==> config.mk <==
export PLATFORM = sky130hd
export DESIGN_NAME = sdrail_conv
export DESIGN_NICKNAME = d
export VERILOG_FILES = /design/src/rtl/sdrail_pkg.sv /design/src/rtl/sdrail_fwd.sv /design/src/rtl/sdrail_rev.sv /design/src/rtl/sdrail_outstage.sv /design/src/rtl/sdrail_conv.sv
export SDC_FILE = /design/constraint.sdc
export NUM_CORES = 1
export LEC_CHECK = 0
export BUFFER_PORTS_ARGS = -buffer_cell sky130_fd_sc_hd__buf_2
export CAP_MARGIN = 20
export CORE_AREA = 2 2 49 51
export CTS_CLUSTER_DIAMETER = 80
export DETAILED_ROUTE_END_ITERATION = 12
export DIE_AREA = 0 0 51 53
export PLACE_DENSITY_LB_ADDON = 0.08
export SYNTH_ARGS = -nofsm -noshare
export SYNTH_HDL_FRONTEND = slang
export SYNTH_SLANG_ARGS = --single-unit
==> constraint.sdc <==
create_clock -name clk -period 0.9 [get_ports clk]
set_input_delay 0.09 -clock clk [delete_from_list [all_inputs] [get_ports clk]]
set_output_delay 0.09 -clock clk [all_outputs]
set_load 0.01 [all_outputs]
==> src/rtl/sdrail_pkg.sv <==
package sdrail_pkg;

  typedef enum logic {
    SDR_UNSIGNED = 1'b0,
    SDR_TWOS     = 1'b1
  } sdr_mode_e;

endpackage

==> src/rtl/sdrail_fwd.sv <==
module sdrail_fwd
  import sdrail_pkg::*;
#(
  parameter int WIDTH = 8
) (
  input  logic             mode_signed,
  input  logic [WIDTH-1:0] num_in,
  output logic [WIDTH-1:0] neg_rail,
  output logic [WIDTH-1:0] pos_rail
);

  localparam int TOP = WIDTH - 1;

  sdr_mode_e mode;

  assign mode = sdr_mode_e'(mode_signed);

  // Only the top digit differs between modes: the sign weight moves to the
  // negative rail in two's-complement mode.
  always_comb begin
    neg_rail = '0;
    pos_rail = num_in;
    if (mode == SDR_TWOS) begin
      neg_rail[TOP] = num_in[TOP];
      pos_rail[TOP] = 1'b0;
    end
  end

endmodule

==> src/rtl/sdrail_rev.sv <==
module sdrail_rev #(
  parameter int WIDTH = 8
) (
  input  logic [WIDTH-1:0] neg_rail,
  input  logic [WIDTH-1:0] pos_rail,
  output logic [WIDTH:0]   diff,
  output logic             bad_digit
);

  localparam int OUTW = WIDTH + 1;

  // Rail difference as pos + ~neg + 1 over OUTW bits; both operands are
  // zero-extended first, so the inverted neg gets a 1 in the top bit.
  function automatic logic [OUTW-1:0] rail_diff(
    input logic [WIDTH-1:0] p,
    input logic [WIDTH-1:0] n
  );
    logic [OUTW-1:0] p_ext;
    logic [OUTW-1:0] n_inv;
    p_ext = {1'b0, p};
    n_inv = ~{1'b0, n};
    return p_ext + n_inv + {{WIDTH{1'b0}}, 1'b1};
  endfunction

  logic [WIDTH-1:0] both_set;

  for (genvar g = 0; g < WIDTH; g++) begin : g_digit
    assign both_set[g] = neg_rail[g] & pos_rail[g];
  end

  assign diff      = rail_diff(pos_rail, neg_rail);
  assign bad_digit = |both_set;

endmodule

==> src/rtl/sdrail_outstage.sv <==
module sdrail_outstage #(
  parameter int WIDTH   = 8,
  parameter bit USE_REG = 1'b1
) (
  input  logic           clk,
  input  logic           rst_n,
  input  logic [WIDTH:0] d_value,
  input  logic           d_flag,
  output logic [WIDTH:0] q_value,
  output logic           q_flag
);

  if (USE_REG) begin : g_reg
    always_ff @(posedge clk or negedge rst_n) begin
      if (!rst_n) begin
        q_value <= '0;
        q_flag  <= 1'b0;
      end else begin
        q_value <= d_value;
        q_flag  <= d_flag;
      end
    end
  end else begin : g_wire
    assign q_value = d_value;
    assign q_flag  = d_flag;
  end

endmodule

==> src/rtl/sdrail_conv.sv <==
module sdrail_conv #(
  parameter int WIDTH   = 8,
  parameter bit REG_OUT = 1'b1
) (
  input  logic             clk,
  input  logic             rst_n,
  input  logic             fwd_signed,
  input  logic [WIDTH-1:0] fwd_in,
  output logic [WIDTH-1:0] fwd_neg,
  output logic [WIDTH-1:0] fwd_pos,
  input  logic [WIDTH-1:0] rev_neg,
  input  logic [WIDTH-1:0] rev_pos,
  output logic [WIDTH:0]   rev_value,
  output logic             rev_invalid
);

  // Named internal events for the checker.
  logic [WIDTH:0] rev_diff_comb;
  logic           rev_bad_comb;

  sdrail_fwd #(.WIDTH(WIDTH)) u_fwd (
    .mode_signed (fwd_signed),
    .num_in      (fwd_in),
    .neg_rail    (fwd_neg),
    .pos_rail    (fwd_pos)
  );

  sdrail_rev #(.WIDTH(WIDTH)) u_rev (
    .neg_rail  (rev_neg),
    .pos_rail  (rev_pos),
    .diff      (rev_diff_comb),
    .bad_digit (rev_bad_comb)
  );

  sdrail_outstage #(.WIDTH(WIDTH), .USE_REG(REG_OUT)) u_out (
    .clk     (clk),
    .rst_n   (rst_n),
    .d_value (rev_diff_comb),
    .d_flag  (rev_bad_comb),
    .q_value (rev_value),
    .q_flag  (rev_invalid)
  );

endmodule

==> out/metrics.cfg, run 1 <==
[clocking]
path_clk_slew_ns = 0.05
clockBufferDepth = 2
cts-buffers-inserted = 3
clockRootBuffer = clkbuf_4
cts_tree = built
clock_sink_count = 10
h-tree-depth = 1

[worst_setup_path]
crit_slowest_cell = fa_2
crit_chain = buf_12 -> inv_12 -> ha_4 -> fa_2 -> nor2b_4 -> o21ai_2 -> a21boi_2 -> o21ai_2 -> o2bb2ai_1
path_common_cell = o21ai_2
cp-start-kind = primary input
required_ns = 1.04
timing_worst_setup_path_type = primary input to flip-flop
cp-end-kind = flip-flop
cpPeakStageDelay_ns = 0.36
critPathBufInv = 2
cp_top_family = adder cells
cp.arrival_ns = 1.30
crit_path_max_fanout = 3

[status]
outcome = complete, but fails checks
violations = setup timing

[logic_synthesis]
yosys.area_share.simple_pct = 9.807
synth_xor_area_share_pct = 4.160
ys_seq_area_share_pct = 29.72
synth_top_area_share_pct = 29.72
ys_warn_count = 0
synth_cell_types = 26
synth-seq-cells = 10
yosysTopAreaCell = dfrtp_1
yosys-mux-area-fraction_pct = 0
postSynthAreaPerCell_sq_um = 9.791
postSynthCellCount = 86
synth_area_sq_um = 842.1
synthTopCellsByArea = dfrtp_1 (30%), ha_1 (24%), buf_4 (12%), inv_1 (5.3%), xnor2_1 (4.2%)
synth_compound_area_share_pct = 11.89
synth_fa_ha_area_share_pct = 26.15
synth_top_family_by_area = adder cells

[layout]
final_util_pct = 58.12
num-nets-final = 180
drive_gt1_share_pct = 52.24
seq_area_sq_um = 250.2
fillers = 199
area_delta_synth_final_pct = 48.29
diodes = 0
multi_input_area_sq_um = 533.0
final_common_cell = buf_2
layout_common_cells = buf_2 (28), buf_4 (21), ha_1 (12), inv_1 (10), dfrtp_1 (10)

[placement]
place_ws_ns = -0.7003
place_congestion = 0.6808
detailed_place_hpwl_um = 1283
portBuffers = 31

[floorplanning]
core_sq_um = 2148
rows = 17
io_pins = 53
dieWidth_um = 51
start_util_pct = 39.20
die_area_sq_um = 2703
dieHeight_um = 53

[route]
drc = 0
avgRoutedWirePerCell_um = 9.370
vias = 694
vias_per_cell = 4.284
first_iter_violations = 2
dr.pass1.iters = 2
ant_nets = 0
drt-total-wl_um = 1518

[hold_path]
hold_depth = 3
min_to = u_out.q_value[0]$_DFF_PN0_
min_from = rev_neg[0]
hp-class = primary input to flip-flop

[sta]
fin_ws_ns = -0.2539
rsz0062_at_grt = true
worst_hold_slack_ns = 0.09447
hold_viol = 0
drv_slew = 0
finalSetupViolCount = 5
max_freq_mhz = 866.6
final.period_utilization_pct = 128.2
period_needed_ns = 1.154

[power]
leakagePower_nw = 0.6551
finalPower_w = 0.001417
power_per_cell_area_nw_per_um2 = 1135
ir_drop_mv = 0.5535

[run]
max-cap-violations = 0

[grt]
grt_pass1_wl_um = 2628
track_usage_pct = 13.44
grt_max_degree = 11
overflow = 0
grt_pass1_vias = 653
antenna_found_initial = 0

[how the worst max path moves through the flow]
stage / from / to / slack (ns) / depth (start not counted)
floorplan: rev_pos[0] / u_out.q_value[8]$_DFF_PN0_ / -0.44 / 8
global placement: rev_pos[0] / u_out.q_value[8]$_DFF_PN0_ / -0.69 / 9
detailed placement: rev_pos[0] / u_out.q_value[8]$_DFF_PN0_ / -0.70 / 9
CTS: rev_pos[0] / u_out.q_value[8]$_DFF_PN0_ / -0.26 / 9
global route: rev_pos[0] / u_out.q_value[6]$_DFF_PN0_ / -0.32 / 9
finish: rev_pos[0] / u_out.q_value[8]$_DFF_PN0_ / -0.25 / 9
[sequential cells by signal, summed over array words and instances (netlist names)]
register / cells
u_out.q_flag: 1
u_out.q_value: 9
[logic make-up after synthesis]
family / count (synthesis)
AOI/OAI and AO/OA: 13
xor gates and xnor gates: 4
adders and majority gates: 17
buffers and inverters: 26
DFF: 10
other: 1
and+or+nand+nor: 15
[cell usage after synthesis (all sizes together)]
| cell type | instances |
|---|---|
| o2bb2ai | 1 |
| buf | 14 |
| nor2b | 3 |
| o31a | 1 |
| o21ai | 2 |
| ha | 16 |
| xnor2 | 4 |
| and2 | 1 |
| nor2 | 5 |
| fa | 1 |
| a21oi | 2 |
| nor4 | 2 |
| o22ai | 1 |
| o211ai | 1 |
| or3 | 1 |
| nor3 | 1 |
| a21boi | 2 |
| inv | 12 |
| nand2 | 2 |
| o21a | 3 |
| conb | 1 |
| dfrtp | 10 |
[report_power, final]
group / total [W] / switching (W) / internal (W)
logic: 0.000601 / 0.000278 / 0.000323
clock network: 0.000282 / 0.000129 / 0.000153
registers: 0.000535 / 0.0000131 / 0.000522
[area by class of cell]
cell class	instances	area share (%)
Inverter	12	4.609
Multi-Input combinational cell	56	42.69
Tap cell	28	2.806
Timing Repair Buffer	53	28.06
Sequential cell	10	20.04
Clock buffer	3	1.804
[layer usage]
layer  global-route usage (%)  vias to the layer above  wire length (um)
met5                        0                        -                 0
met4                    11.26                        0                51
met3                    2.542                        8               130
met2                    21.86                       32               723
met1                    15.21                      298               614
li1                         -                      356                 -
[what timing repair did]
| action | 4_1_cts | 5_1_grt |
|---|---|---|
| pin swaps | 11 | 7 |
| buffers inserted | 2 | 1 |
| resized for setup | 12 | 4 |
| endpoints found under the setup margin | 7 | 5 |
| hold endpoints to repair | 10 | 0 |
| hold buffers | 1 | 0 |
[worst min-delay path, stage by stage]
cell   delay, ns
buf_6       0.08
ha_4        0.11
inv_1       0.03
[metrics by stage]
step                cells  instance area (sq um)  setup TNS (ns)
floorplan              92                  895.9          -1.652
global placement      156                   1124          -3.932
detailed placement    156                   1124          -3.956
CTS                   162                   1219         -0.8380
global route          162                   1249          -1.053
finish                162                   1249         -0.7504
No activity file was read; power rests on OpenSTA's default activity.
==> run 2: changes to the inputs <==
==> constraint.sdc (replaced) <==
create_clock -name clk -period 1.2 [get_ports clk]
set_input_delay 0.12 -clock clk [delete_from_list [all_inputs] [get_ports clk]]
set_output_delay 0.12 -clock clk [all_outputs]
set_load 0.01 [all_outputs]
==> run 2 against run 1 <==
Net effect: the run still ends with setup timing left; critical path depth unchanged; combinational power down 31%; count of clock-buffer cells in the layout stayed put; clock power fell by 29%; largest power group unchanged; highest routed layer unchanged; via count shrank 5.0%; routed wire length decreased by 1.8%; total power shrank 28%.
==> out/metrics.cfg, run 2 (synthesis results as in run 1) <==
[layout]
largest_reg_flops = 9  ; unchanged
diodes = 0  ; unchanged
regMostFlops = u_out.q_value
drive_gt1_share_pct = 47.24  ; -5.0 points
final_common_cell = buf_2
largestRegisters = u_out.q_value: 9 flops, u_out.q_flag: 1 flops
fillers = 210  ; +5.5%
seq_area_sq_um = 250.2  ; unchanged
num-nets-final = 173  ; -3.9%
layout_common_cells = buf_2 (28), ha_1 (15), buf_4 (15), inv_1 (11), dfrtp_1 (10)
area_delta_synth_final_pct = 37.89
multi_input_area_sq_um = 501.7  ; -5.9%

[clocking]
cts_tree = built
path_clk_slew_ns = 0.05  ; about the same
clock_sink_count = 10  ; unchanged
cts-buffers-inserted = 3  ; unchanged
clockBufferDepth = 2  ; unchanged
clockRootBuffer = clkbuf_4
h-tree-depth = 1  ; unchanged

[grt]
grt-busiest-layer = met2
antenna_found_initial = 0  ; unchanged
use_met3_pct = 1.695  ; -0.85 points
grt.met1_usage_pct = 13.11  ; -2.1 points
overflow = 0  ; unchanged
met2_usage_pct = 23.38  ; +1.5 points
grt_max_degree = 11  ; unchanged
grt_pass1_vias = 640  ; -2.0%
grt_pass1_wl_um = 2470  ; -6.0%
track_usage_pct = 12.47  ; -0.97 points

[sta]
final.period_utilization_pct = 101.0
max_freq_mhz = 825.1
period_needed_ns = 1.212
finalSetupViolCount = 1  ; -4
drv_slew = 0  ; unchanged
worst_hold_slack_ns = 0.1333  ; +0.03885 ns
rsz0062_at_grt = true
fin_ws_ns = -0.01191  ; +0.2420 ns
hold_viol = 0  ; unchanged

[floorplanning]
dieWidth_um = 51  ; unchanged
core_sq_um = 2148  ; unchanged
die_area_sq_um = 2703  ; unchanged
dieHeight_um = 53  ; unchanged
rows = 17  ; unchanged
start_util_pct = 39.20  ; unchanged
io_pins = 53  ; unchanged

[power]
leakagePower_nw = 0.6233  ; -4.8%
ir_drop_mv = 0.5416  ; -2.2%
power_per_cell_area_nw_per_um2 = 877.6  ; -23%
finalPower_w = 0.001019  ; -28%

[worst_setup_path]
cp-end-kind = flip-flop
cp.arrival_ns = 1.34  ; +0.04 ns
required_ns = 1.33  ; +0.29 ns
timing_worst_setup_path_type = primary input to flip-flop
crit_path_max_fanout = 3  ; unchanged
cp-start-kind = primary input

[hold_path]
hold_depth = 3  ; unchanged
min_from = rev_neg[0]
hp-class = primary input to flip-flop
min_to = u_out.q_value[0]$_DFF_PN0_

[run]
max-cap-violations = 0  ; unchanged

[route]
vias = 659  ; -5.0%
vias_per_cell = 4.252  ; -0.75%
drc = 0  ; unchanged
ant_nets = 0  ; unchanged
drt-total-wl_um = 1490  ; -1.8%
avgRoutedWirePerCell_um = 9.613  ; +2.6%
first_iter_violations = 3  ; +1
dr.pass1.iters = 3  ; +1

[status]
outcome = complete, but fails checks
violations = setup timing

[placement]
place_congestion = 0.7203  ; +5.8%
portBuffers = 31  ; unchanged
detailed_place_hpwl_um = 1298  ; +1.1%

## run 2: critical path, cell delays in order
cell and delay, ns:
buf_12 0.09, inv_12 0.03, ha_4 0.15, fa_2 0.36, nor2b_4 0.12, o21ai_2 0.06, a21boi_2 0.20, o31a_1 0.18
a21oi_2 0.04
## run 2: worst max-delay path by stage
stage | slack (ns) | to | start | cells past startpoint
floorplan | -0.17 | u_out.q_value[8]$_DFF_PN0_ | rev_pos[0] | 8
global placement | -0.41 | u_out.q_value[8]$_DFF_PN0_ | rev_pos[0] | 9
detailed placement | -0.44 | u_out.q_value[8]$_DFF_PN0_ | rev_pos[0] | 9
CTS | -0.008 | u_out.q_value[8]$_DFF_PN0_ | rev_pos[0] | 9
global route | -0.06 | u_out.q_value[6]$_DFF_PN0_ | rev_pos[0] | 9
finish | -0.01 | u_out.q_value[6]$_DFF_PN0_ | rev_pos[0] | 9
## run 2: metal layers
layer	vias to the layer above	wire length [um]
met4	0	32
met3	6	116
met1	285	618
li1	339	-
met5	-	0
met2	29	723
## run 2: final cells by class
class,instances,area share [%]
Sequential cell,10,21.55
Multi-Input combinational cell,56,43.21
Tap cell,28,3.017
Inverter,12,4.957
Timing Repair Buffer,46,25.32
Clock buffer,3,1.940
## run 2: repair_timing
| item | CTS | global route |
|---|---|---|
| pin swaps | 5 | 6 |
| setup buffers | 1 | 0 |
| endpoints found under the hold margin | 10 | 0 |
| setup endpoints to repair | 3 | 4 |
| hold buffers | 1 | 0 |
| gates resized for setup | 6 | 5 |
## run 2: power by group
group | internal, W | total, W | switching, W
Clock | 0.000114 | 0.000201 | 0.0000864
Sequential | 0.000391 | 0.000401 | 0.00000972
Combinational | 0.000215 | 0.000417 | 0.000203
## run 2: through the flow
step / cell area (sq um) / TNS [ns] / util, % / instances / worst slack [ns]
floorplan: 895.9 / -0.3558 / - / 92 / -0.1749
global route: 1161 / -0.1136 / 54.05 / 155 / -0.05766
finish: 1161 / -0.01191 / 54.05 / 155 / -0.01191
global placement: 1079 / -1.569 / 50.20 / 150 / -0.4123
detailed placement: 1079 / -1.630 / 50.20 / 150 / -0.4380
CTS: 1140 / -0.008038 / 53.06 / 155 / -0.008038
==> run 3: changes to the inputs <==
==> constraint.sdc (replaced) <==
create_clock -name clk -period 1.45 [get_ports clk]
set_input_delay 0.145 -clock clk [delete_from_list [all_inputs] [get_ports clk]]
set_output_delay 0.145 -clock clk [all_outputs]
set_load 0.01 [all_outputs]
==> run 3 against run 2 <==
Net effect: the run now ends clean; non-clock buffer count down 10; via count down 9.1%; utilization down 6.8 points; global-route usage down 1.5 points; flip-flop and latch count unchanged; routed wire length down 14%; first-iteration DRC count down 100%; critical path depth down 1; combinational power down 31%; total power down 23%.
==> out/metrics.cfg, run 3 (synthesis results as in run 1) <==
[sta]
worst_hold_slack_ns = 0.1875  ; +0.05419 ns
drv_slew = 0  ; unchanged
max_freq_mhz = 760.2
hold_viol = 0  ; unchanged
finalSetupViolCount = 0  ; -1
final.period_utilization_pct = 90.73
period_needed_ns = 1.316
rsz0062_at_grt = false

[layout]
largestRegisters = u_out.q_value: 9 flops, u_out.q_flag: 1 flops
layout_common_cells = buf_2 (31), ha_1 (16), inv_1 (12), dfrtp_1 (10), conb_1 (7)
diodes = 0  ; unchanged
drive_gt1_share_pct = 36.75  ; -10 points
regMostFlops = u_out.q_value
fillers = 233  ; +11%
final_common_cell = buf_2
final_cell_count_no_fill = 145  ; -6.5%
largest_reg_flops = 9  ; unchanged
area_delta_synth_final_pct = 20.50
num-nets-final = 163  ; -5.8%

[floorplanning]
rows = 17  ; unchanged
dieHeight_um = 53  ; unchanged
start_util_pct = 39.20  ; unchanged
dieWidth_um = 51  ; unchanged
die_area_sq_um = 2703  ; unchanged
io_pins = 53  ; unchanged
core_sq_um = 2148  ; unchanged

[route]
drt-total-wl_um = 1277  ; -14%
ant_nets = 0  ; unchanged
vias_per_cell = 4.131  ; -2.8%
first_iter_violations = 0  ; -3
vias = 599  ; -9.1%
avgRoutedWirePerCell_um = 8.807  ; -8.4%
drc = 0  ; unchanged
dr.pass1.iters = 1  ; -2

[worst_setup_path]
crit_path_max_fanout = 3  ; unchanged
cp-start-kind = primary input
cp-end-kind = flip-flop
required_ns = 1.59  ; +0.26 ns
cp.arrival_ns = 1.45  ; +0.11 ns
timing_worst_setup_path_type = primary input to flip-flop

[status]
outcome = complete, no violations

[hold_path]
hp-class = primary input to flip-flop
hold_depth = 3  ; unchanged
min_to = u_out.q_value[0]$_DFF_PN0_
min_from = rev_neg[0]

[grt]
track_usage_pct = 10.95  ; -1.5 points
antenna_found_initial = 0  ; unchanged
grt_max_degree = 11  ; unchanged
overflow = 0  ; unchanged
grt_pass1_vias = 513  ; -20%
grt_pass1_wl_um = 2056  ; -17%

[clocking]
clock_sink_count = 10  ; unchanged
postCtsHoldBufs = 1  ; unchanged
clockRootBuffer = clkbuf_4
cts-buffers-inserted = 3  ; unchanged
cts_resized = 0  ; -6
cts_tree = built
h-tree-depth = 1  ; unchanged
path_clk_slew_ns = 0.05  ; about the same
clockBufferDepth = 2  ; unchanged
post_cts_buffers = 0  ; -1

[placement]
portBuffers = 31  ; unchanged
place_congestion = 0.6916  ; -4.0%
place_inst = 141  ; -6.0%
detailed_place_hpwl_um = 1170  ; -9.9%

[power]
power_per_cell_area_nw_per_um2 = 777.5  ; -11%
leakagePower_nw = 0.5562  ; -11%
ir_drop_mv = 0.3252  ; -40%

[run]
max-cap-violations = 0  ; unchanged

run 3: cell count changes in the layout (fill, tap and decap cells not counted), sizes merged:
cell  change
buf      -10
run 3: layer usage:
metal	GRT usage (%)	share of wire (%)
met5	0	0
met4	11.26	2.1
met3	2.542	10
met2	15.15	42
met1	13.44	45
run 3: power breakdown:
group / internal, W / leakage (nW) / switching [W]
clock: 0.0000946 / 0.0138 / 0.0000738
sequential: 0.000324 / 0.113 / 0.00000856
combinational: 0.000140 / 0.430 / 0.000148
run 3: worst max path at each step:
| stage | slack, ns | endpoint | startpoint | cells after the start |
|---|---|---|---|---|
| floorplan | 0.04 | u_out.q_value[8]$_DFF_PN0_ | rev_pos[0] | 8 |
| global placement | -0.11 | u_out.q_value[8]$_DFF_PN0_ | rev_neg[0] | 8 |
| detailed placement | -0.14 | u_out.q_value[8]$_DFF_PN0_ | rev_pos[0] | 9 |
| CTS | 0.14 | u_out.q_value[8]$_DFF_PN0_ | rev_pos[0] | 9 |
| global route | 0.06 | u_out.q_value[8]$_DFF_PN0_ | rev_pos[0] | 9 |
| finish | 0.13 | u_out.q_value[8]$_DFF_PN0_ | rev_neg[0] | 8 |
run 3: through the flow:
step	power (W)	utilization, %	setup WS, ns	area, sq um	TNS (ns)
after global placement	0.0006266	45.72	-0.1136	982.2	-0.2196
after floorplan	0.0005444	-	0.04031	867.1	0
final	0.0007890	47.23	0.1345	1015	0
after detailed placement	0.0006287	45.72	-0.1407	982.2	-0.2838
after CTS	0.0008054	47.23	0.1358	1015	0
after global routing	0.0008690	47.23	0.05669	1015	0
run 3: critical path, stage by stage:
cell and delay (ns):
buf_2 0.11, ha_1 0.22, fa_2 0.38, nor2b_4 0.12, o21ai_2 0.06, a21boi_2 0.17, o21ai_1 0.11, o2bb2ai_1 0.14
run 3: final cells by class:
cell class	instances	area, sq um	share of cell area (%)
Multi-Input combinational cell	56	466.7	45.99
Sequential cell	10	250.2	24.66
Timing Repair Buffer	36	195.2	19.24
Inverter	12	45.04	4.439
Tap cell	28	35.03	3.453
Clock buffer	3	22.52	2.219
